==> src/rtl/cfgload_pkg.sv <==
package cfgload_pkg;
  typedef enum logic [1:0] {DST_NONE, DST_MAIN, DST_ENH, DST_NV} dest_e;
  localparam int DEF_MAIN_W = 20;
  localparam int DEF_ENH_W  = 8;
  localparam int DEF_NV_W   = 20;
endpackage

==> src/rtl/cfgload_decode.sv <==
module cfgload_decode
  import cfgload_pkg::*;
(
  input  logic  frame_lock,
  input  logic  alt_sel,
  input  logic  nv_sel,
  output dest_e dest
);
  always_comb begin
    unique case ({frame_lock, alt_sel, nv_sel})
      3'b000:         dest = DST_MAIN;
      3'b010:         dest = DST_ENH;
      3'b001, 3'b101: dest = DST_NV;   // nv_sel dominates frame_lock
      default:        dest = DST_NONE;
    endcase
  end
endmodule

==> src/rtl/cfgload_edge.sv <==
module cfgload_edge (
  input  logic clk,
  input  logic rst_n,
  input  logic ser_clk,
  output logic rise
);
  logic prev;
  always_ff @(posedge clk or negedge rst_n) begin
    if (!rst_n) prev <= 1'b0;
    else        prev <= ser_clk;
  end
  assign rise = ser_clk & ~prev;
endmodule

==> src/rtl/cfgload_shift.sv <==
module cfgload_shift #(
  parameter int W = 8
) (
  input  logic         clk,
  input  logic         rst_n,
  input  logic         en,
  input  logic         din,
  output logic [W-1:0] q
);
  always_ff @(posedge clk or negedge rst_n) begin
    if (!rst_n)  q <= '0;
    else if (en) q <= {din, q[W-1:1]};
  end
endmodule

==> src/rtl/cfgload_frame.sv <==
module cfgload_frame #(
  parameter int CODE_W = 3
) (
  input  logic              clk,
  input  logic              rst_n,
  input  logic [CODE_W-1:0] code,
  input  logic              accept,
  output logic              written
);
  logic [CODE_W-1:0] code_q;
  logic              dirty;
  logic              changed;

  assign changed = (code != code_q);

  always_ff @(posedge clk or negedge rst_n) begin
    if (!rst_n) begin
      code_q  <= '0;
      dirty   <= 1'b0;
      written <= 1'b0;
    end else begin
      code_q  <= code;
      written <= changed & dirty;
      if (accept)       dirty <= 1'b1;
      else if (changed) dirty <= 1'b0;
    end
  end
endmodule

==> src/rtl/serial_cfg_loader.sv <==
module serial_cfg_loader
  import cfgload_pkg::*;
#(
  parameter int MAIN_W = DEF_MAIN_W,
  parameter int ENH_W  = DEF_ENH_W,
  parameter int NV_W   = DEF_NV_W
) (
  input  logic              clk,
  input  logic              rst_n,
  input  logic              ser_clk,
  input  logic              ser_dat,
  input  logic              frame_lock,
  input  logic              alt_sel,
  input  logic              nv_sel,
  output logic [MAIN_W-1:0] main_q,
  output logic [ENH_W-1:0]  enh_q,
  output logic [NV_W-1:0]   nv_q,
  output logic              written
);
  localparam int CODE_W = 3;

  dest_e dest;
  logic  ser_rise;
  logic  accept;

  cfgload_decode u_dec (
    .frame_lock(frame_lock), .alt_sel(alt_sel), .nv_sel(nv_sel), .dest(dest)
  );

  cfgload_edge u_edge (
    .clk(clk), .rst_n(rst_n), .ser_clk(ser_clk), .rise(ser_rise)
  );

  assign accept = ser_rise && (dest != DST_NONE);

  cfgload_shift #(.W(MAIN_W)) u_main (
    .clk(clk), .rst_n(rst_n), .en(ser_rise && dest == DST_MAIN),
    .din(ser_dat), .q(main_q)
  );
  cfgload_shift #(.W(ENH_W)) u_enh (
    .clk(clk), .rst_n(rst_n), .en(ser_rise && dest == DST_ENH),
    .din(ser_dat), .q(enh_q)
  );
  cfgload_shift #(.W(NV_W)) u_nv (
    .clk(clk), .rst_n(rst_n), .en(ser_rise && dest == DST_NV),
    .din(ser_dat), .q(nv_q)
  );

  cfgload_frame #(.CODE_W(CODE_W)) u_frame (
    .clk(clk), .rst_n(rst_n), .code({frame_lock, alt_sel, nv_sel}),
    .accept(accept), .written(written)
  );
endmodule

==> config.mk <==
export PLATFORM = sky130hd
export DESIGN_NAME = serial_cfg_loader
export DESIGN_NICKNAME = d
export VERILOG_FILES = /design/src/rtl/cfgload_pkg.sv /design/src/rtl/cfgload_decode.sv /design/src/rtl/cfgload_edge.sv /design/src/rtl/cfgload_shift.sv /design/src/rtl/cfgload_frame.sv /design/src/rtl/serial_cfg_loader.sv
export SDC_FILE = /design/constraint.sdc
export NUM_CORES = 1
export LEC_CHECK = 0
export CAP_MARGIN = 20
export CORE_MARGIN = 2
export CORE_UTILIZATION = 47
export DETAILED_ROUTE_END_ITERATION = 16
export HOLD_SLACK_MARGIN = 0.12
export PLACE_DENSITY = 0.89
export REMOVE_ABC_BUFFERS = 1
export SLEW_MARGIN = 20
export SYNTH_ARGS = -nofsm -noshare
export SYNTH_HDL_FRONTEND = slang
export SYNTH_SLANG_ARGS = --single-unit
==> constraint.sdc <==
create_clock -name clk -period 1.7 [get_ports clk]
set_input_delay 0.17 -clock clk [delete_from_list [all_inputs] [get_ports clk]]
set_output_delay 0.17 -clock clk [all_outputs]
set_load 0.02 [all_outputs]
==> results.toml <==
[clocking]
clkTransAtPathRegs_ns = 0.10
clk_path_buf_depth = 2
cts_tree = "yes"
cts_sinks = 54
postCtsSetupBuffers = 0
numCtsBuffers = 5
htree_num_levels = 2
clock_latency_ns = 0.30
root_buffer = "clkbuf_8"

[timing]
fin_setup_tns_ns = 0
finalHoldViolations = 0
grt_setup_unrepaired = "false"
final-setup-viol-count = 0
finalCriticalPeriod_ns = 1.61
fin_crit_sh = 0.945
tightest_slew_ns = 0.598
skew_ns = 0.00896
max_slew_margin = 0.601
drv_slew = 0
max_clock_freq_mhz = 622

[setup_path]
cp_max_fo = 8
cp.required_ns = 1.89
critPathKind = "flip-flop to flip-flop"
reg2reg_depth = 4
r2r-end = "u_enh.q[2]"
critPathLaunchType = "flip-flop"
r2r-start = "u_edge.prev"
r2r_setup_slack_ns = 0.09
worstPathArrival_ns = 1.79
worstSetupEndpointType = "flip-flop"

[route]
drc_errors = 0
drt_pre_antenna_iters = 4
antenna_left = 0
routed_via_density = 5.04
wl_mm = 3.76
drt_iter0_drc = 85
num_vias = 1195
wl_per_cell_um = 15.9

[power]
power_frac_comb = 0.184
powerDensity_nw_per_um2 = 926
switching_share = 0.264
max-vdd-ir-drop_uv = 568
seqPwrFrac = 0.557
p_leak_nw = 1.33
clkPwrFrac = 0.259
power_switching_w = 0.000687
p_int_w = 0.00192

[synth]
ys_types = 15
syn_area_sq_um = 2050
syn_avg_cell_area_sq_um = 17.2
yosys_warnings = 0
synthCells = 119
ys_seq_elements = 54
seq_area_frac_synth = 0.660

[grt]
overflow = 0
track_usage = 0.174
antenna_found_initial = 0
grt_pass1_vias = 1278
grt_pass1_wl_mm = 6.47
grt_max_degree = 29

[finish]
final_util = 0.688
drive_above_1_share = 0.364
seqCellArea_sq_um = 1350
syn_to_final_growth_pct = 37.3
fill_cells = 280
nets = 194
multi_input_area_sq_um = 671
insertedDiodeCount = 0

[floorplanning]
io_pins = 56
dieArea_sq_um = 4900
rows = 23
start_util = 0.501
core-area_sq_um = 4090
dieHeight_um = 70.0
die_w_um = 70.0

[placement]
place_hpwl_mm = 2.73
gp_congestion = 0.824
io_buffers = 55

[min_path]
hp-class = "primary input to async pin"

[run_status]
status = "complete, no violations"

[flow_run]
maxCapViolCount = 0
## cells in the mapped netlist
| master | n | area share |
|---|---|---|
| buf_2 | 4 | 0.0098 |
| buf_6 | 1 | 0.0055 |
| dfrtp_1 | 54 | 0.66 |
| mux2_2 | 40 | 0.22 |
| mux2_4 | 8 | 0.059 |
| nand2b_1 | 1 | 0.0031 |
| nand2b_4 | 1 | 0.0067 |
| nor2_1 | 1 | 0.0018 |
| nor2b_1 | 1 | 0.0031 |
| nor3_1 | 1 | 0.0024 |
| nor4_1 | 1 | 0.0031 |
| o21a_1 | 1 | 0.0037 |
| o2bb2ai_1 | 1 | 0.0043 |
| or4b_1 | 1 | 0.0049 |
| xor2_1 | 3 | 0.013 |
## final cells by class
cell class	count	area share
clock buffers	5	0.0245
clock inverters	2	0.00534
multi-input cells	60	0.239
flip-flops and latches	54	0.481
well taps	50	0.0223
repair buffers	66	0.229
## flip-flops by register name, summed over array words and instances (netlist names)
signal / cells
u_main.q: 20
u_enh.q: 8
u_frame.dirty: 1
u_edge.prev: 1
u_frame.written: 1
u_frame.code_q: 3
u_nv.q: 20
## through the flow
step,area (sq um),hold WS (ns),instances,total power [W],setup WS (ns)
after floorplan,2020,-0.126,114,0.00168,-1.28
after global placement,2720,0.187,229,0.00194,-0.148
after detailed placement,2720,0.212,229,0.00196,-0.180
after CTS,2810,0.400,237,0.00264,0.0911
after global routing,2810,0.387,237,0.00276,0.0473
final,2810,0.406,237,0.00260,0.0928
## metal layers
layer,vias to the layer above,part of all wire,GRT usage
met3,4,0.074,0.0765
met1,598,0.40,0.214
met4,0,0.011,0.0662
li1,550,-,-
met5,-,0,0
met2,43,0.51,0.272
## worst max-delay path by stage
stage	start	end	slack, ns	depth (start not counted)
floorplan	u_edge.prev	u_main.q[19]	-1.28	3
global placement	ser_clk	u_main.q[13]	-0.15	6
detailed placement	ser_clk	u_enh.q[2]	-0.18	5
CTS	u_edge.prev	u_enh.q[2]	0.09	4
global route	u_edge.prev	u_main.q[1]	0.05	5
finish	u_edge.prev	u_enh.q[2]	0.09	4
## layout by cell type (no fill, tap or decap), drive strengths merged
| cell type | netlist | layout |
|---|---|---|
| buf | 5 | 11 |
| dfrtp | 54 | 54 |
| o21a | 1 | 1 |
| dlygate4sd3 | 0 | 1 |
| clkbuf | 0 | 5 |
| nor4 | 1 | 1 |
| xor2 | 3 | 3 |
| mux2 | 48 | 48 |
| nor2 | 1 | 1 |
| clkinvlp | 0 | 2 |
| nand2b | 2 | 2 |
| nor2b | 1 | 1 |
| o2bb2ai | 1 | 1 |
| clkdlybuf4s50 | 0 | 54 |
| or4b | 1 | 1 |
| nor3 | 1 | 1 |
## kinds of logic (layout without fill, tap and decap cells)
kind of cell / after synthesis / count (layout) / synth area share
buf+inv: 5 / 73 / 0.0153
mux: 48 / 48 / 0.279
compound gates: 2 / 2 / 0.00795
xor+xnor: 3 / 3 / 0.0128
flops: 54 / 54 / 0.660
simple gates: 7 / 7 / 0.0251
## worst max-delay path: stages (launching register included)
cell	delay, ns
dfrtp_1	0.37
nand2b_4	0.13
or4b_1	0.47
buf_4	0.20
mux2_4	0.31
## timing repair
| item | 4_1_cts | 5_1_grt |
|---|---|---|
| hold buffers | 1 | 0 |
| resized for setup | 0 | 0 |
| setup endpoints to repair | 0 | 0 |
| hold endpoints to repair | 26 | 0 |
## power by group through the flow
stage / sequential [W] / clock [W] / combinational, W
global route: 0.00147 / 0.000781 / 0.000512
finish: 0.00145 / 0.000675 / 0.000479
CTS: 0.00145 / 0.000699 / 0.000487
floorplan: 0.00157 / 0 / 0.000114
detailed placement: 0.00148 / 0 / 0.000482
global placement: 0.00147 / 0 / 0.000470
No activity file was read; power rests on OpenSTA's default activity.
